File: config.mk
export PLATFORM = sky130hd
export DESIGN_NAME = uart_host_regs
export DESIGN_NICKNAME = d
export VERILOG_FILES = /design/src/rtl/uart_regs_pkg.sv /design/src/rtl/uart_tx_hold.sv /design/src/rtl/uart_rx_hold.sv /design/src/rtl/uart_status_irq.sv /design/src/rtl/uart_host_regs.sv
export SDC_FILE = /design/constraint.sdc
export NUM_CORES = 1
export LEC_CHECK = 0
export BUFFER_PORTS_ARGS = -buffer_cell sky130_fd_sc_hd__buf_2
export CAP_MARGIN = 0
export CORE_MARGIN = 10
export CORE_UTILIZATION = 30
export DETAILED_ROUTE_END_ITERATION = 7
export HOLD_SLACK_MARGIN = 0.08
export PLACE_DENSITY = 0.48
export SYNTH_ARGS = -nofsm -noshare
export SYNTH_HDL_FRONTEND = slang
export SYNTH_SLANG_ARGS = --single-unit
File: constraint.sdc
create_clock -name clk -period 2.5 [get_ports clk]
set_clock_uncertainty 0.2 [all_clocks]
set_input_delay 0.25 -clock clk [delete_from_list [all_inputs] [get_ports clk]]
set_output_delay 0.25 -clock clk [all_outputs]
set_load 0.005 [all_outputs]
File: src/rtl/uart_regs_pkg.sv
package uart_regs_pkg;
  localparam int REG_W = 16;

  typedef enum logic [2:0] {
    OFS_RXDATA  = 3'd0,
    OFS_TXDATA  = 3'd1,
    OFS_STATUS  = 3'd2,
    OFS_CONTROL = 3'd3,
    OFS_DIVISOR = 3'd4,
    OFS_EOPCHAR = 3'd5
  } reg_ofs_e;

  localparam int SB_PE   = 0;
  localparam int SB_FE   = 1;
  localparam int SB_ROE  = 3;
  localparam int SB_TOE  = 4;
  localparam int SB_TMT  = 5;
  localparam int SB_TRDY = 6;
  localparam int SB_RRDY = 7;
  localparam int SB_ERR  = 8;
  localparam int SB_EOP  = 12;

  localparam int NUM_STICKY = 5;
  localparam int STICKY_POS [NUM_STICKY] = '{SB_PE, SB_FE, SB_ROE, SB_TOE, SB_EOP};

  localparam logic [REG_W-1:0] USED_MASK = 16'h11FB;
endpackage

File: src/rtl/uart_tx_hold.sv
module uart_tx_hold #(
  parameter int DATA_W = 8
) (
  input  logic              clk,
  input  logic              rst,
  input  logic              wr_en,
  input  logic [DATA_W-1:0] wr_char,
  input  logic              tx_busy,
  output logic              tx_load,
  output logic [DATA_W-1:0] tx_data,
  output logic              trdy,
  output logic              tmt,
  output logic              ovr_pulse
);
  logic              full_q;
  logic [DATA_W-1:0] hold_q;
  logic              hand_off;

  assign hand_off = full_q && !tx_busy && !tx_load;

  always_ff @(posedge clk) begin
    if (rst) begin
      full_q    <= 1'b0;
      hold_q    <= '0;
      tx_load   <= 1'b0;
      tx_data   <= '0;
      ovr_pulse <= 1'b0;
    end else begin
      tx_load   <= 1'b0;
      ovr_pulse <= 1'b0;
      if (hand_off) begin
        tx_load <= 1'b1;
        tx_data <= hold_q;
        full_q  <= 1'b0;
      end
      if (wr_en) begin
        if (full_q) begin
          ovr_pulse <= 1'b1;
        end else begin
          hold_q <= wr_char;
          full_q <= 1'b1;
        end
      end
    end
  end

  assign trdy = !full_q;
  assign tmt  = !full_q && !tx_busy && !tx_load;

  AST_LOAD_ONLY_IDLE: assert property (@(posedge clk) disable iff (rst)
    tx_load |-> $past(!tx_busy));
  AST_TMT_NEEDS_TRDY: assert property (@(posedge clk) disable iff (rst)
    tmt |-> trdy);
  AST_FULL_WRITE_DROPPED: assert property (@(posedge clk) disable iff (rst)
    (wr_en && !trdy && !hand_off) |=> (!trdy && $stable(hold_q)));
endmodule

File: src/rtl/uart_rx_hold.sv
module uart_rx_hold #(
  parameter int DATA_W = 8
) (
  input  logic              clk,
  input  logic              rst,
  input  logic              rx_valid,
  input  logic [DATA_W-1:0] rx_char,
  input  logic              take,
  output logic [DATA_W-1:0] rx_q,
  output logic              rrdy,
  output logic              roe_set
);
  always_ff @(posedge clk) begin
    if (rst) begin
      rx_q <= '0;
      rrdy <= 1'b0;
    end else if (rx_valid) begin
      rx_q <= rx_char;
      rrdy <= 1'b1;
    end else if (take) begin
      rrdy <= 1'b0;
    end
  end

  assign roe_set = rx_valid && rrdy && !take;

  AST_RX_CAPTURE: assert property (@(posedge clk) disable iff (rst)
    rx_valid |=> (rrdy && rx_q == $past(rx_char)));
  AST_RX_TAKE_CLEARS: assert property (@(posedge clk) disable iff (rst)
    (take && !rx_valid) |=> !rrdy);
endmodule

File: src/rtl/uart_status_irq.sv
module uart_status_irq
  import uart_regs_pkg::*;
(
  input  logic                  clk,
  input  logic                  rst,
  input  logic [NUM_STICKY-1:0] set_v,
  input  logic                  clr,
  input  logic                  trdy,
  input  logic                  tmt,
  input  logic                  rrdy,
  input  logic [REG_W-1:0]      ctrl,
  output logic [REG_W-1:0]      status,
  output logic                  irq
);
  logic [NUM_STICKY-1:0] sticky_q;

  for (genvar g = 0; g < NUM_STICKY; g++) begin : g_sticky
    always_ff @(posedge clk) begin
      if (rst) sticky_q[g] <= 1'b0;
      else     sticky_q[g] <= set_v[g] | (sticky_q[g] & ~clr);
    end
  end

  always_comb begin
    status = '0;
    for (int i = 0; i < NUM_STICKY; i++) status[STICKY_POS[i]] = sticky_q[i];
    status[SB_TMT]  = tmt;
    status[SB_TRDY] = trdy;
    status[SB_RRDY] = rrdy;
    status[SB_ERR]  = sticky_q[0] | sticky_q[1] | sticky_q[2] | sticky_q[3];
  end

  always_ff @(posedge clk) begin
    if (rst) irq <= 1'b0;
    else     irq <= |(status & ctrl);
  end

  AST_CLEAR_ROE: assert property (@(posedge clk) disable iff (rst)
    (clr && !set_v[2]) |=> !status[SB_ROE]);
  AST_IRQ_NEEDS_ENABLE: assert property (@(posedge clk) disable iff (rst)
    irq |-> $past(|ctrl));
endmodule

File: src/rtl/uart_host_regs.sv
module uart_host_regs
  import uart_regs_pkg::*;
#(
  parameter int DATA_W    = 8,
  parameter int ADDR_W    = 3,
  parameter int DIV_W     = 16,
  parameter int DIV_RESET = 433
) (
  input  logic              clk,
  input  logic              rst,
  input  logic [ADDR_W-1:0] bus_addr,
  input  logic              bus_rd,
  input  logic              bus_wr,
  input  logic [15:0]       bus_wdata,
  output logic [15:0]       bus_rdata,
  output logic              irq,
  output logic              rd_avail,
  output logic              wr_room,
  output logic [DIV_W-1:0]  baud_div,
  output logic              tx_load,
  output logic [DATA_W-1:0] tx_data,
  input  logic              tx_busy,
  input  logic              rx_valid,
  input  logic [DATA_W-1:0] rx_char,
  input  logic              rx_pe,
  input  logic              rx_fe
);
  localparam logic [ADDR_W-1:0] A_RX   = ADDR_W'(OFS_RXDATA);
  localparam logic [ADDR_W-1:0] A_TX   = ADDR_W'(OFS_TXDATA);
  localparam logic [ADDR_W-1:0] A_ST   = ADDR_W'(OFS_STATUS);
  localparam logic [ADDR_W-1:0] A_CTRL = ADDR_W'(OFS_CONTROL);
  localparam logic [ADDR_W-1:0] A_DIV  = ADDR_W'(OFS_DIVISOR);
  localparam logic [ADDR_W-1:0] A_EOP  = ADDR_W'(OFS_EOPCHAR);

  logic [REG_W-1:0]      ctrl_q;
  logic [DIV_W-1:0]      div_q;
  logic [DATA_W-1:0]     eop_q;
  logic [DATA_W-1:0]     rx_q;
  logic [REG_W-1:0]      status;
  logic                  trdy, tmt, rrdy, toe_set, roe_set, eop_hit;
  logic [NUM_STICKY-1:0] set_v;
  logic                  wr_tx, wr_st, rd_rx;

  assign wr_tx = bus_wr && (bus_addr == A_TX);
  assign wr_st = bus_wr && (bus_addr == A_ST);
  assign rd_rx = bus_rd && (bus_addr == A_RX);

  always_ff @(posedge clk) begin
    if (rst) begin
      ctrl_q <= '0;
      div_q  <= DIV_W'(DIV_RESET);
      eop_q  <= '0;
    end else if (bus_wr) begin
      if (bus_addr == A_CTRL) ctrl_q <= bus_wdata & USED_MASK;
      if (bus_addr == A_DIV)  div_q  <= bus_wdata[DIV_W-1:0];
      if (bus_addr == A_EOP)  eop_q  <= bus_wdata[DATA_W-1:0];
    end
  end

  uart_tx_hold #(.DATA_W(DATA_W)) u_tx (
    .clk(clk), .rst(rst), .wr_en(wr_tx), .wr_char(bus_wdata[DATA_W-1:0]),
    .tx_busy(tx_busy), .tx_load(tx_load), .tx_data(tx_data),
    .trdy(trdy), .tmt(tmt), .ovr_pulse(toe_set)
  );

  uart_rx_hold #(.DATA_W(DATA_W)) u_rx (
    .clk(clk), .rst(rst), .rx_valid(rx_valid), .rx_char(rx_char),
    .take(rd_rx), .rx_q(rx_q), .rrdy(rrdy), .roe_set(roe_set)
  );

  assign eop_hit = (rx_valid && rx_char == eop_q) || (tx_load && tx_data == eop_q);
  assign set_v   = {eop_hit, toe_set, roe_set, rx_valid & rx_fe, rx_valid & rx_pe};

  uart_status_irq u_st (
    .clk(clk), .rst(rst), .set_v(set_v), .clr(wr_st),
    .trdy(trdy), .tmt(tmt), .rrdy(rrdy), .ctrl(ctrl_q),
    .status(status), .irq(irq)
  );

  always_ff @(posedge clk) begin
    if (rst) begin
      bus_rdata <= '0;
    end else if (bus_rd) begin
      case (bus_addr)
        A_RX:    bus_rdata <= REG_W'(rx_q);
        A_ST:    bus_rdata <= status;
        A_CTRL:  bus_rdata <= ctrl_q;
        A_DIV:   bus_rdata <= REG_W'(div_q);
        A_EOP:   bus_rdata <= REG_W'(eop_q);
        default: bus_rdata <= '0;
      endcase
    end
  end

  assign rd_avail = rrdy;
  assign wr_room  = trdy;
  assign baud_div = div_q;

  AST_UNUSED_READS_ZERO: assert property (@(posedge clk) disable iff (rst)
    (bus_rd && bus_addr > A_EOP) |=> (bus_rdata == '0));
  AST_DIV_APPLIED: assert property (@(posedge clk) disable iff (rst)
    (bus_wr && bus_addr == A_DIV) |=> (baud_div == $past(bus_wdata[DIV_W-1:0])));
  AST_READY_MATCH: assert property (@(posedge clk) disable iff (rst)
    (rd_avail == status[SB_RRDY]) && (wr_room == status[SB_TRDY]));
endmodule

# Word level (Yosys, flattened, before mapping)
# Cells that the tools add are included.
# totals
regBits	83
latchBits	0
ramBits	0
mem_bits_ro	0
inputBits	35
output_inout_bits	44
word_cells	75
n_memories	0
# op_classes
addsub	0
multipliers	0
n_div	0
order_cmp	0
eq_ne	7
shift	0
n_mux	8
n_bitwise	19
n_reduce_logical	24
# op_table
op	count
16-bit case mux with 5 select lines	1
8-bit == test	2
16-bit OR reduction	1
13-bit bitwise AND	1
1-bit logical AND	11
1-bit OR	8
2-bit AND reduction	4
1-bit bitwise AND	7
1-bit two-way mux	7
3-bit by 2-bit == test with 1-bit output, second input constant	2
3-bit == test, second input constant	2
1-bit logical NOT	4
3-bit by 1-bit == test with 1-bit output, second input constant	1
3-bit logical NOT	1
1-bit inverter	3
2-bit nonzero test	1
2-bit OR reduction	1
1-bit logical OR	1

# Longest topological paths before layout
# logic_depth
word_depth	6
depth_mapped	6
ltp_nobuf	4

# Cells and area by module
# Synthesis repeated with hierarchy kept, for this count alone.
# unflattened
hier_cells	426
area_unflattened_um2	3714.8
# by_module_without_submodules
module	instances	cells_per_inst	area_per_inst_um2	seq_area_each_um2
uart_host_regs	1	288	2398.6	980.9
uart_tx_hold	1	72	688.2	380.4
uart_rx_hold	1	31	324.1	180.2
uart_status_irq	1	35	304.0	120.1

# Worst setup path after synthesis
# No wires, ideal clock.
# synth_timing
path_type	register to register
from	register u_st.sticky_q[1] (netlist: u_st.status[1])
to	register bus_rdata[8]
setup_time_ns	0.125
arrival_ns	1.321
t_required_ns	2.175
setup_slack_ns	0.853
stages_incl_launch_ff	5
n_path_buf	0
period_less_slack_ns	1.647
cell_sequence	dfxtp_1 -> or4_4 -> mux2_2 -> a22oi_2 -> o32ai_1
# synth_via
elab_chain_cells	4
# synth_rtl
element	line	rtl
start, declared	uart_status_irq.sv:15	logic [NUM_STICKY-1:0] sticky_q;
start signal, assigned by index	uart_status_irq.sv:20	else sticky_q[g] <= set_v[g] | (sticky_q[g] & ~clr);
1-bit OR (3 in series)	uart_status_irq.sv:30	status[SB_ERR] = sticky_q[0] | sticky_q[1] | sticky_q[2] | sticky_q[3];
16-bit case mux with 5 select lines	uart_host_regs.sv:84	case (bus_addr)
end signal, assigned	uart_host_regs.sv:85	A_RX: bus_rdata <= REG_W'(rx_q);
end signal, assigned	uart_host_regs.sv:86	A_ST: bus_rdata <= status;
end signal, assigned	uart_host_regs.sv:87	A_CTRL: bus_rdata <= ctrl_q;
end, declared	uart_host_regs.sv:15	output logic [15:0] bus_rdata,
# Every way passes these cells.
# A chain may end at the register's enable or synchronous reset.

# Worst setup path in the final report
# Ends and elaborated chain as after synthesis.

==> results.md <==
- The flow ran to the end, and the final reports show no timing, DRC or antenna violations.
- The critical path in this run is classified as reg -> reg.
- The die is 131 um tall.
- Entering global routing, the biggest net connects 45 pins.
- For the worst setup path, the data required time is 2510 ps.
- In this run the horizontal extent of the chip is 131 um.
- The routed wire length is 11400 um.
- Setup violations remaining at the end of the flow were counted as 0.
- The final count of hold timing violations is 0.
- The post-synthesis compound-gate area fraction is 14.0%.
- The tree is rooted in a clkbuf_16.
- The routability-driven placement congestion ratio is 0.835.
- Derived from the worst setup path, the maximum achievable clock frequency is 574 MHz.
- Once routing completed, OpenROAD measured the worst setup slack at 759 ps.
- VDD sags by at most 0.000421 V.
- The first detailed-routing pass ran for 4 iterations.
- Gates resized during post-CTS repair numbered 0.
- The start point of the worst hold path is bus_wr.
- During I/O placement, the number of pins put on the boundary was 79.
- For this run, design rule violations remaining after detail routing come to 0.
- The logic depth of the worst register-to-register path is 4.
- The adder-cell share of the synthesized area is 0%.
- Counting every sink on the clock net gives 83.
- After Yosys synthesis, and, or, nand and nor cells account for 23.6% of the synthesized area.
- The hold-fix buffer count after cts is 27.
- The worst register-to-register path ends at bus_rdata[8].
- In the finished design, the share of the clock period the worst path needs comes to 69.6%.
- The buffer count from post-CTS setup fixing is 0.
- For this run, asynchronously set or reset flops after synthesis account for 0%.
- The critical path goes through or4_4 > mux2_2 > a22oi_2 > o32ai_1.
- Setup repair after global routing left no endpoint under its margin.
- The number of H-tree levels is 3.
- The post-detailed-placement half-perimeter wirelength is 8560 um.
- The via count of the first global-routing pass is 3268.
- During placement, the flow inserted port buffers numbering 78.
- Among all flip-flop cells after synthesis, the most frequent one is dfxtp_1.
- The number of cells on the critical path is 4.
- The largest individual stage delay along the critical path comes from the cell or4_4.
- The pre-CTS setup slack is 495 ps.
- The maximum count of clock buffers along a single path is 2.
- The total routing resource utilization after global routing is 13.8%.
- Summing the areas of all xor and xnor instances in the mapped netlist gives 3.81% of the synthesized area.
- The number of DRC violations after detailed-routing iteration 0 is 142.
- The fraction of final layout cells sized beyond drive strength 1 is 21.5%.
- The library cell used most frequently in the layout, excluding fill and tap cells, is dfxtp_1.
- At the end of the flow, the number of nets in the layout was 555.
- In this run, synthesis inferred 0 flip-flops with an integrated enable.
- The region available for standard cell placement spans 0.0120 mm2.
- The final-report max-slew violation count came to 0.
- The worst register-to-register path begins at u_st.status[1].
- The worst reg-to-reg setup slack is 760 ps.
- The cell depth of the worst hold path is 3.
- In this run, CTS created clock tree buffers numbering 9.
- The number of antenna violations at the first check in global routing is 0.
- In the routed layout, each cell is associated on average with a via count of 4.82.
- The standby leakage power is 1.93 nW.
- The terminating pin of the worst hold path is u_tx.ovr_pulse.
- Of the synthesized area, sequential elements account for 45.2%.
- The slew at the pin with the worst max-slew slack is 667 ps.
- For the final routed database, the setup TNS stands at 0 ps.
- The initialized floorplan defines 40 standard-cell rows.
- Once the floorplan was initialized, standard cells occupied 30.6% of the core.
- The worst setup path is launched from a flip-flop.
- For the finished layout, the period the worst path requires is 1740 ps.
- By area, the combinational part of the netlist is dominated by simple AND/OR/NAND/NOR gates.
- The post-synth design cell area is 0.00367 mm2.
- The TritonCTS clock tree is built.
- STA puts the critical path data arrival time at 1750 ps.
- The worst-case headroom to the max-slew limit is 55.4%.
- The overall via count from detail_route is 3237.
- The number of filler cells placed in the layout is 1267.
- The register bit total from synthesis is 83.
- Of all nets on the critical path, the largest fanout is 4.
- The count of nets left with antenna violations once routing finished came out at 0.
- Yosys printed 0 warnings.
- The count of distinct cell types in the synthesized netlist is 47.
- The worst setup path is captured at a flip-flop.
- The growth of design area from synthesis to finish is 30.3%.
- The max-cap violation count is 0.
- After clock tree synthesis, the clock-pin slew on the worst setup and hold paths is 60 ps.
- The number of diodes is 0.
- The portion of synthesized area spent on multiplexers is 9.09%.
- The class of the tightest hold or removal check is in -> reg.
- Dividing the detail-routed wire length by the instance count gives 16.9 um.
- The first-pass GRT wire length is 18100 um.
- A synthesized cell averages 8.69 um2.
- The delay of the slowest cell on the worst path is 540 ps.
- The cell class contributing the biggest share of worst-path delay is simple AND/OR/NAND/NOR gates.
- In the synthesized netlist, the number of instances is 423.
- At the later pin of the worst-skew pair, clock insertion delay measures 340 ps.
- The critical path buffer and inverter count is 0.
- The die covers 0.0171 mm2.
- The total overflow reported by the global router is 0.
- The net count after synthesis is 458.
- Leaving out fill and tap cells, the most frequent cells in the layout are dfxtp_1 (83), buf_2 (78), nand2_1 (75).
- The cell area power density is 673 mW/mm2.
-- cell families (layout without fill, tap and decap cells) --
kind of cell	count (synthesis)	after routing
AND/OR/NAND/NOR	174	174
AO/OA/AOI/OAI	87	87
flip-flops	83	83
multiplexers	33	33
buffers and inverters	30	132
XOR/XNOR	16	16
-- registers in the layout, summed over array words and instances (netlist names), 5 cells and up --
| register | cells |
|---|---|
| baud_div | 16 |
| bus_rdata | 16 |
| ctrl_q | 9 |
| eop_q | 8 |
| u_rx.rx_q | 8 |
| u_tx.hold_q | 8 |
| u_tx.tx_data | 8 |
| u_st.status | 5 |
-- worst max-delay path by stage --
stage                   start         endpoint  slack (ps)
3_3_place_gp      bus_addr[0]     baud_div[15]         560
5_1_grt               tx_busy  u_tx.tx_data[5]         660
6_report       u_st.status[1]     bus_rdata[8]         760
4_1_cts        u_st.status[1]     bus_rdata[8]         760
3_5_place_dp      bus_addr[0]     baud_div[15]         490
2_1_floorplan  u_st.status[1]     bus_rdata[8]         850
-- synthesized netlist by cell type, drive strengths merged, types with 2 or more instances --
cell | number | area (um2)
o21ai | 9 | 45.0
nand3b | 6 | 45.0
or3b | 5 | 43.8
nor2 | 38 | 145
xor2 | 12 | 105
o32ai | 3 | 26.3
or2 | 2 | 12.5
nor3b | 3 | 32.5
xnor2 | 4 | 35.0
mux2i | 30 | 300
nor4 | 3 | 18.8
nand3 | 7 | 35.0
nor3 | 7 | 57.6
mux2 | 3 | 33.8
inv | 5 | 18.8
nand2b | 15 | 96.3
nor2b | 7 | 43.8
clkbuf | 10 | 37.5
o2bb2ai | 5 | 43.8
a22oi | 7 | 57.6
nand2 | 75 | 282
a21oi | 56 | 280
buf | 14 | 92.6
dfxtp | 83 | 1660
-- tightest hold or removal path, stage by stage --
cell      delay [ps]
buf_2            130
nand2b_1         140
nor3_1            80
-- layer usage --
| metal | routed length [um] | vias up | track usage (%) |
|---|---|---|---|
| met1 | 5100 | 1519 | 17.5 |
| li1 | - | 1648 | - |
| met5 | 0 | - | 0 |
| met4 | 158 | 0 | 5.56 |
| met3 | 521 | 8 | 3.42 |
| met2 | 5610 | 62 | 22.1 |
-- power breakdown --
| part | switching, mW | total [mW] | internal (mW) | leakage [nW] |
|---|---|---|---|---|
| registers | 0.0293 | 1.38 | 1.36 | 0.673 |
| logic | 0.150 | 0.279 | 0.129 | 1.09 |
| clock network | 0.554 | 1.56 | 1.00 | 0.161 |
| total | 0.734 | 3.22 | 2.49 | 1.93 |
-- final cells by class --
class	instances	area, um2	area share [%]
timing repair buffer	111	718	15.0
multi-input combinational	310	1850	38.7
clock inverter	6	113	2.35
inverter	5	18.8	0.392
clock buffer	10	239	4.99
tap	147	184	3.84
sequential	83	1660	34.7
-- stage by stage --
| step | hold slack (ps) | std cells | power, mW | cell area, um2 | util (%) |
|---|---|---|---|---|---|
| 2_1_floorplan | 129 | 423 | 1.56 | 3670 | - |
| 3_3_place_gp | 255 | 629 | 1.66 | 4170 | 34.7 |
| 3_5_place_dp | 259 | 629 | 1.66 | 4170 | 34.7 |
| 4_1_cts | 98.4 | 672 | 3.26 | 4790 | 39.9 |
| 5_1_grt | 131 | 672 | 3.36 | 4790 | 39.9 |
| 6_report | 110 | 672 | 3.22 | 4790 | 39.9 |
No activity file was read; power rests on OpenSTA's default activity.
